--- src/rtl/tmr16_pkg.sv ---
package tmr16_pkg;

  typedef enum logic [1:0] {
    SEL_COUNT  = 2'd0,
    SEL_MODE   = 2'd1,
    SEL_TARGET = 2'd2
  } tmr_sel_e;

  // mode word field positions
  localparam int unsigned B_HALT     = 0;
  localparam int unsigned B_AUTOZERO = 3;
  localparam int unsigned B_IRQ_TGT  = 4;
  localparam int unsigned B_IRQ_OVF  = 5;
  localparam int unsigned B_IRQ_RPT  = 6;
  localparam int unsigned B_EXT      = 8;
  localparam int unsigned B_DIV8     = 9;
  localparam int unsigned B_EVT      = 10;
  localparam int unsigned B_TGT      = 11;
  localparam int unsigned B_OVF      = 12;
  localparam int unsigned CFG_W      = 10;

endpackage

--- src/rtl/tmr16_tick_sel.sv ---
module tmr16_tick_sel #(
  parameter int unsigned CHAN_KIND = 0,
  parameter int unsigned PRE_W     = 3
) (
  input  logic clk,
  input  logic rst_n,
  input  logic ext_tick_i,
  input  logic sel_ext_i,
  input  logic sel_div_i,
  input  logic halt_i,
  output logic tick_o
);

  logic [PRE_W-1:0] pre_q, pre_d;
  logic             pre_tick;

  // free-running prescaler
  always_comb begin
    pre_d = pre_q + {{(PRE_W-1){1'b0}}, 1'b1};
  end

  always_ff @(posedge clk or negedge rst_n) begin
    if (!rst_n) pre_q <= '0;
    else        pre_q <= pre_d;
  end

  assign pre_tick = &pre_q;

  always_comb begin
    tick_o = 1'b1;
    if (CHAN_KIND == 2) begin
      if (halt_i)         tick_o = 1'b0;
      else if (sel_div_i) tick_o = pre_tick;
    end else if (sel_ext_i) begin
      tick_o = ext_tick_i;
    end
  end

endmodule

--- src/rtl/tmr16_counter.sv ---
module tmr16_counter #(
  parameter int unsigned W = 16
) (
  input  logic         clk,
  input  logic         rst_n,
  input  logic         tick_i,
  input  logic         zero_i,
  input  logic         load_i,
  input  logic [W-1:0] load_val_i,
  input  logic [W-1:0] target_i,
  input  logic         autozero_i,
  output logic [W-1:0] count_o,
  output logic         tgt_evt_o,
  output logic         ovf_evt_o
);

  logic [W-1:0] cnt_q, cnt_d, inc;
  logic         at_tgt;

  assign inc    = cnt_q + {{(W-1){1'b0}}, 1'b1};
  assign at_tgt = autozero_i && (cnt_q == target_i);

  always_comb begin
    cnt_d     = cnt_q;
    tgt_evt_o = 1'b0;
    ovf_evt_o = 1'b0;
    if (zero_i) begin
      cnt_d = '0;
    end else if (load_i) begin
      cnt_d = load_val_i;
    end else if (tick_i) begin
      ovf_evt_o = &cnt_q;
      if (at_tgt) begin
        cnt_d = '0;
      end else begin
        cnt_d     = inc;
        tgt_evt_o = (inc == target_i);
      end
    end
  end

  always_ff @(posedge clk or negedge rst_n) begin
    if (!rst_n) cnt_q <= '0;
    else        cnt_q <= cnt_d;
  end

  assign count_o = cnt_q;

endmodule

--- src/rtl/tmr16_status.sv ---
module tmr16_status
  import tmr16_pkg::*;
#(
  parameter int unsigned W = 16
) (
  input  logic         clk,
  input  logic         rst_n,
  input  logic         mode_wr_i,
  input  logic [W-1:0] mode_wdata_i,
  input  logic         mode_rd_i,
  input  logic         tgt_evt_i,
  input  logic         ovf_evt_i,
  output logic [W-1:0] mode_o,
  output logic         irq_o
);

  logic [CFG_W-1:0] cfg_q, cfg_d;
  logic             evt_q, evt_d;
  logic             tgt_q, tgt_d;
  logic             ovf_q, ovf_d;
  logic             fired_q, fired_d;
  logic             irq_q, irq_d;
  logic             ask;

  assign ask = (tgt_evt_i && cfg_q[B_IRQ_TGT]) || (ovf_evt_i && cfg_q[B_IRQ_OVF]);

  always_comb begin
    cfg_d   = cfg_q;
    evt_d   = evt_q;
    tgt_d   = tgt_q;
    ovf_d   = ovf_q;
    fired_d = fired_q;
    irq_d   = 1'b0;
    if (mode_wr_i) begin
      cfg_d   = mode_wdata_i[CFG_W-1:0];
      evt_d   = 1'b0;
      tgt_d   = 1'b0;
      ovf_d   = 1'b0;
      fired_d = 1'b0;
    end else begin
      irq_d   = ask && (cfg_q[B_IRQ_RPT] || !fired_q);
      fired_d = fired_q || irq_d;
      evt_d   = evt_q || tgt_evt_i || ovf_evt_i;
      tgt_d   = (tgt_q && !mode_rd_i) || tgt_evt_i;
      ovf_d   = (ovf_q && !mode_rd_i) || ovf_evt_i;
    end
  end

  always_ff @(posedge clk or negedge rst_n) begin
    if (!rst_n) begin
      cfg_q   <= '0;
      evt_q   <= 1'b0;
      tgt_q   <= 1'b0;
      ovf_q   <= 1'b0;
      fired_q <= 1'b0;
      irq_q   <= 1'b0;
    end else begin
      cfg_q   <= cfg_d;
      evt_q   <= evt_d;
      tgt_q   <= tgt_d;
      ovf_q   <= ovf_d;
      fired_q <= fired_d;
      irq_q   <= irq_d;
    end
  end

  always_comb begin
    mode_o                = '0;
    mode_o[CFG_W-1:0]     = cfg_q;
    mode_o[B_EVT]         = evt_q;
    mode_o[B_TGT]         = tgt_q;
    mode_o[B_OVF]         = ovf_q;
  end

  assign irq_o = irq_q;

endmodule

--- src/rtl/tmr16_channel.sv ---
module tmr16_channel
  import tmr16_pkg::*;
#(
  parameter int unsigned W         = 16,
  parameter int unsigned CHAN_KIND = 0,
  parameter int unsigned PRE_W     = 3
) (
  input  logic         clk,
  input  logic         rst_n,
  input  logic [1:0]   reg_sel,
  input  logic         wr_en,
  input  logic [W-1:0] wr_data,
  input  logic         rd_en,
  output logic [W-1:0] rd_data,
  input  logic         ext_tick,
  output logic         irq
);

  logic [1:0]   rst_sync_q;
  logic         core_rst_n;
  logic         wr_count, wr_mode, wr_target, rd_mode;
  logic [W-1:0] target_q, target_d;
  logic [W-1:0] mode_w, count_w;
  logic         cnt_tick, tgt_evt, ovf_evt, halt_req;

  // reset: asynchronous assert, synchronous release
  always_ff @(posedge clk or negedge rst_n) begin
    if (!rst_n) rst_sync_q <= 2'b00;
    else        rst_sync_q <= {rst_sync_q[0], 1'b1};
  end
  assign core_rst_n = rst_sync_q[1];

  assign wr_count  = wr_en && (reg_sel == SEL_COUNT);
  assign wr_mode   = wr_en && (reg_sel == SEL_MODE);
  assign wr_target = wr_en && (reg_sel == SEL_TARGET);
  assign rd_mode   = rd_en && (reg_sel == SEL_MODE);
  assign halt_req  = (CHAN_KIND == 2) && mode_w[B_HALT];

  always_comb begin
    target_d = target_q;
    if (wr_target) target_d = wr_data;
  end

  always_ff @(posedge clk or negedge core_rst_n) begin
    if (!core_rst_n) target_q <= '0;
    else             target_q <= target_d;
  end

  tmr16_tick_sel #(
    .CHAN_KIND (CHAN_KIND),
    .PRE_W     (PRE_W)
  ) u_tick (
    .clk        (clk),
    .rst_n      (core_rst_n),
    .ext_tick_i (ext_tick),
    .sel_ext_i  (mode_w[B_EXT]),
    .sel_div_i  (mode_w[B_DIV8]),
    .halt_i     (halt_req),
    .tick_o     (cnt_tick)
  );

  tmr16_counter #(.W(W)) u_count (
    .clk        (clk),
    .rst_n      (core_rst_n),
    .tick_i     (cnt_tick),
    .zero_i     (wr_mode),
    .load_i     (wr_count),
    .load_val_i (wr_data),
    .target_i   (target_q),
    .autozero_i (mode_w[B_AUTOZERO]),
    .count_o    (count_w),
    .tgt_evt_o  (tgt_evt),
    .ovf_evt_o  (ovf_evt)
  );

  tmr16_status #(.W(W)) u_status (
    .clk          (clk),
    .rst_n        (core_rst_n),
    .mode_wr_i    (wr_mode),
    .mode_wdata_i (wr_data),
    .mode_rd_i    (rd_mode),
    .tgt_evt_i    (tgt_evt),
    .ovf_evt_i    (ovf_evt),
    .mode_o       (mode_w),
    .irq_o        (irq)
  );

  always_comb begin
    case (reg_sel)
      SEL_COUNT:  rd_data = count_w;
      SEL_MODE:   rd_data = mode_w;
      SEL_TARGET: rd_data = target_q;
      default:    rd_data = '0;
    endcase
  end

endmodule

--- config.mk ---
export PLATFORM = sky130hd
export DESIGN_NAME = tmr16_channel
export DESIGN_NICKNAME = d
export VERILOG_FILES = /design/src/rtl/tmr16_pkg.sv /design/src/rtl/tmr16_tick_sel.sv /design/src/rtl/tmr16_counter.sv /design/src/rtl/tmr16_status.sv /design/src/rtl/tmr16_channel.sv
export SDC_FILE = /design/constraint.sdc
export NUM_CORES = 1
export LEC_CHECK = 0
export BUFFER_PORTS_ARGS = -buffer_cell sky130_fd_sc_hd__clkbuf_2
export CORE_MARGIN = 3
export CORE_UTILIZATION = 58
export DETAILED_ROUTE_END_ITERATION = 12
export PLACE_DENSITY = 0.8
export SLEW_MARGIN = 30
export SYNTH_ARGS = -nofsm -noshare
export SYNTH_HDL_FRONTEND = slang
export SYNTH_SLANG_ARGS = --single-unit
--- constraint.sdc ---
create_clock -name clk -period 1.9 [get_ports clk]
set_clock_uncertainty 0.2 [all_clocks]
set_input_delay 0 -clock clk [delete_from_list [all_inputs] [get_ports clk]]
set_output_delay 0 -clock clk [all_outputs]
set_load 0.01 [all_outputs]
==> results.sh <==
export IMPL_status="finished with violations"
export IMPL_num_fill_cells=201
export IMPL_syn_nets=390
export IMPL_rows=26
export IMPL_vias=3922
export IMPL_crit_required_ns=1.93
export IMPL_die_x_um=80.66
export IMPL_die_area_um2=6506
export IMPL_start_util_pct=61.73
export IMPL_worstSetupPathType="flop to flop"
export IMPL_nets=525
export IMPL_cts_num_sinks=49
export IMPL_grt_start_max_net_pins=28
export IMPL_start_kind="flop"
export IMPL_multi_input_area_um2=2197
export IMPL_gp_congestion=0.9582
export IMPL_clkSlewWorstSetupHoldPaths_ns=0.11
export IMPL_finalCritPeriodShare_pct=140.0
export IMPL_layout_setup_ws_ns=-0.7600
export IMPL_grt_total_usage_pct=40.29
export IMPL_chipHeight_um=80.66
export IMPL_syn_avg_cell_area_um2=8.834
export IMPL_async_flop_share_pct=100.0
export IMPL_core_area_um2=5238
export IMPL_violations="hold timing, setup timing"
export IMPL_maxSlewViolCount=0
export IMPL_htreeDepth=2
export IMPL_hp_class="input port to flop"
export IMPL_wire_per_inst_um=24.38
export IMPL_synth_edf_count=0
export IMPL_diodes=0
export IMPL_final_seq_area_um2=1235
export IMPL_grt_overflow_total=0
export IMPL_cp_startpoint="u_count.count_o[0]"
export IMPL_hold_violations=1
export IMPL_grt_pass1_wl_um=19500
export IMPL_ys_seq_area_share_pct=37.93
export IMPL_fmax_mhz=375.9
export IMPL_drive_above_1_share_pct=43.43
export IMPL_dp_hpwl_um=8319
export IMPL_port_buffers=39
export IMPL_cts_hold_fix_buffers=19
export IMPL_drt_pass1_iterations=7
export IMPL_ant_nets=0
export IMPL_first_global_vias=3760
export IMPL_fin_crit_ns=2.660
export IMPL_power_density_nw_per_um2=866.7
export IMPL_cts_max_path_buffers=2
export IMPL_critPathCaptureType="flop"
export IMPL_grt_setup_unrepaired="yes"
export IMPL_arrival_ns=2.69
export IMPL_final_cell_count_no_fill=572
export IMPL_dp_cells=534
export IMPL_layout_commonest_cell="buf_4"
export IMPL_routed_wl_um=13950
export IMPL_setup_violations=20
export IMPL_final_cell_mix="80 x buf_4, 68 x nand2_1, 42 x dfrtp_1"
export IMPL_antenna_found_initial=0
export IMPL_ys_warn_count=0
export IMPL_dr_first_iter_drc_count=521
export IMPL_maxCapViolCount=0
export IMPL_syn_instance_count=366
export IMPL_ys_types=53
export IMPL_io_pins=40
export IMPL_leakagePower_nw=2.135
export IMPL_cts_made_buffers=5
export IMPL_drc=0
export IMPL_cts_tree="yes"
export IMPL_critPathMaxFanout=4
export IMPL_maxSlewHeadroom_pct=64.48
export IMPL_cts_root_buffer="clkbuf_8"
export IMPL_vdd_drop_max_v=0.0006602
export IMPL_ys_ff_latch=49
export IMPL_hp_start="ext_tick"
export IMPL_whs_ns=-0.04728
export IMPL_post_route_util_pct=91.66
export IMPL_syn_area_um2=3233
export IMPL_r2r_start="u_count.count_o[0]"
export IMPL_clk_insertion_delay_late_ns=0.32
export IMPL_vias_per_cell=6.857
export IMPL_worstMarginPinSlew_ns=0.5328
export IMPL_synthToLayoutAreaGrowth_pct=48.49
export IMPL_ys_flop_type="dfrtp_1"
-- cell type report --
| cell class | count | share of cell area (%) |
|---|---|---|
| Inverter | 4 | 0.3127 |
| Timing Repair Buffer | 153 | 24.42 |
| Sequential cell | 49 | 25.72 |
| Multi-Input combinational cell | 288 | 45.77 |
| Tap cell | 70 | 1.824 |
| Clock inverter | 3 | 0.5212 |
| Clock buffer | 5 | 1.433 |
-- synthesized netlist by cell type (9+ instances only) --
cell type	number	area, um2
nand2_1	68	255.2
dfrtp_1	49	1226
o21ai_0	30	150.1
a21oi_1	22	110.1
nor2_1	17	63.81
xnor2_1	17	148.9
mux2_2	16	180.2
mux2i_1	16	160.2
clkbuf_1	15	56.30
nor3_1	10	50.05
o2bb2ai_1	9	78.83
-- critical path, cell delays in order, from the launching register on --
cell and delay [ns]:
dfrtp_2 0.46, buf_6 0.15, xnor2_2 0.15, nor4_2 0.32, o221ai_1 0.21, a21oi_1 0.17, o211ai_1 0.13, or4_4 0.55
a221oi_2 0.23
-- report_power, final --
part	leakage [nW]	internal [W]	total, W	switching [W]
clock	0.0447	0.000267	0.000686	0.000418
sequential	0.606	0.00122	0.00148	0.000261
combinational	1.48	0.000970	0.00199	0.00102
-- cell families (layout without fill, tap and decap cells) --
group                      count (synthesis)  count (layout)  synth area share (%)
buffers and inverters                     30             165                 4.218
DFF                                       49              49                 37.93
and+or+nand+nor                          146             147                 23.96
adders and majority gates                  1               1                0.3869
other                                      1               1                0.1160
xor gates and xnor gates                  22              22                 5.960
AOI/OAI and AO/OA                         85              85                 16.91
muxes                                     32              32                 10.53
-- layer usage --
layer  GRT usage [%]  vias to the layer above  part of all wire, %
met5               0                        -                    0
met4           23.65                        0                  7.0
met3           7.511                      103                   11
met2           67.05                      378                   47
met1           48.29                     1847                   35
li1                -                     1594                    -
-- worst paths after layout --
check,slack (ns),end,cells after the start
hold / removal,-0.05,u_count.count_o[0],5
hold reg to reg,0.06,u_status.cfg_q[1],0
setup reg to reg,-0.76,u_status.irq_o,8
min in group asynchronous,0.06,u_status.cfg_q[1],0
setup / recovery,-0.76,u_status.irq_o,8
max in group asynchronous,0.90,u_count.count_o[13],1
-- stage by stage --
step                total power, W  worst slack (ns)  instance area (um2)  hold WS, ns  TNS (ns)
finish                    0.004161           -0.7600                 4801     -0.04728    -13.04
global route              0.004289           -0.8462                 4801     -0.03343    -14.15
CTS                       0.003828           -0.7533                 4539    -0.002105    -10.21
detailed placement        0.003034           -0.8204                 4098      -0.4043    -13.12
global placement          0.002979           -0.7917                 4098      -0.4141    -12.52
floorplan                 0.002340           -0.6035                 3323      -0.4956    -4.971
-- registers in the layout (all words and copies together) (netlist names) --
signal and cells:
u_count.count_o 16, u_status.tgt_q 1, u_status.irq_o 1, rst_sync_q 2
u_status.ovf_q 1, u_status.cfg_q 10, target_q 16, u_status.evt_q 1
u_status.fired_q 1
-- timing repair --
| item | 4_1_cts | 5_1_grt |
|---|---|---|
| cloned | 1 | 0 |
| resized for setup | 29 | 51 |
| endpoints found under the hold margin | 46 | 1 |
| buffers inserted | 8 | 5 |
| endpoints found under the setup margin | 20 | 21 |
| pin swaps | 8 | 22 |
Note: power is estimated with default switching activity, not from simulation.
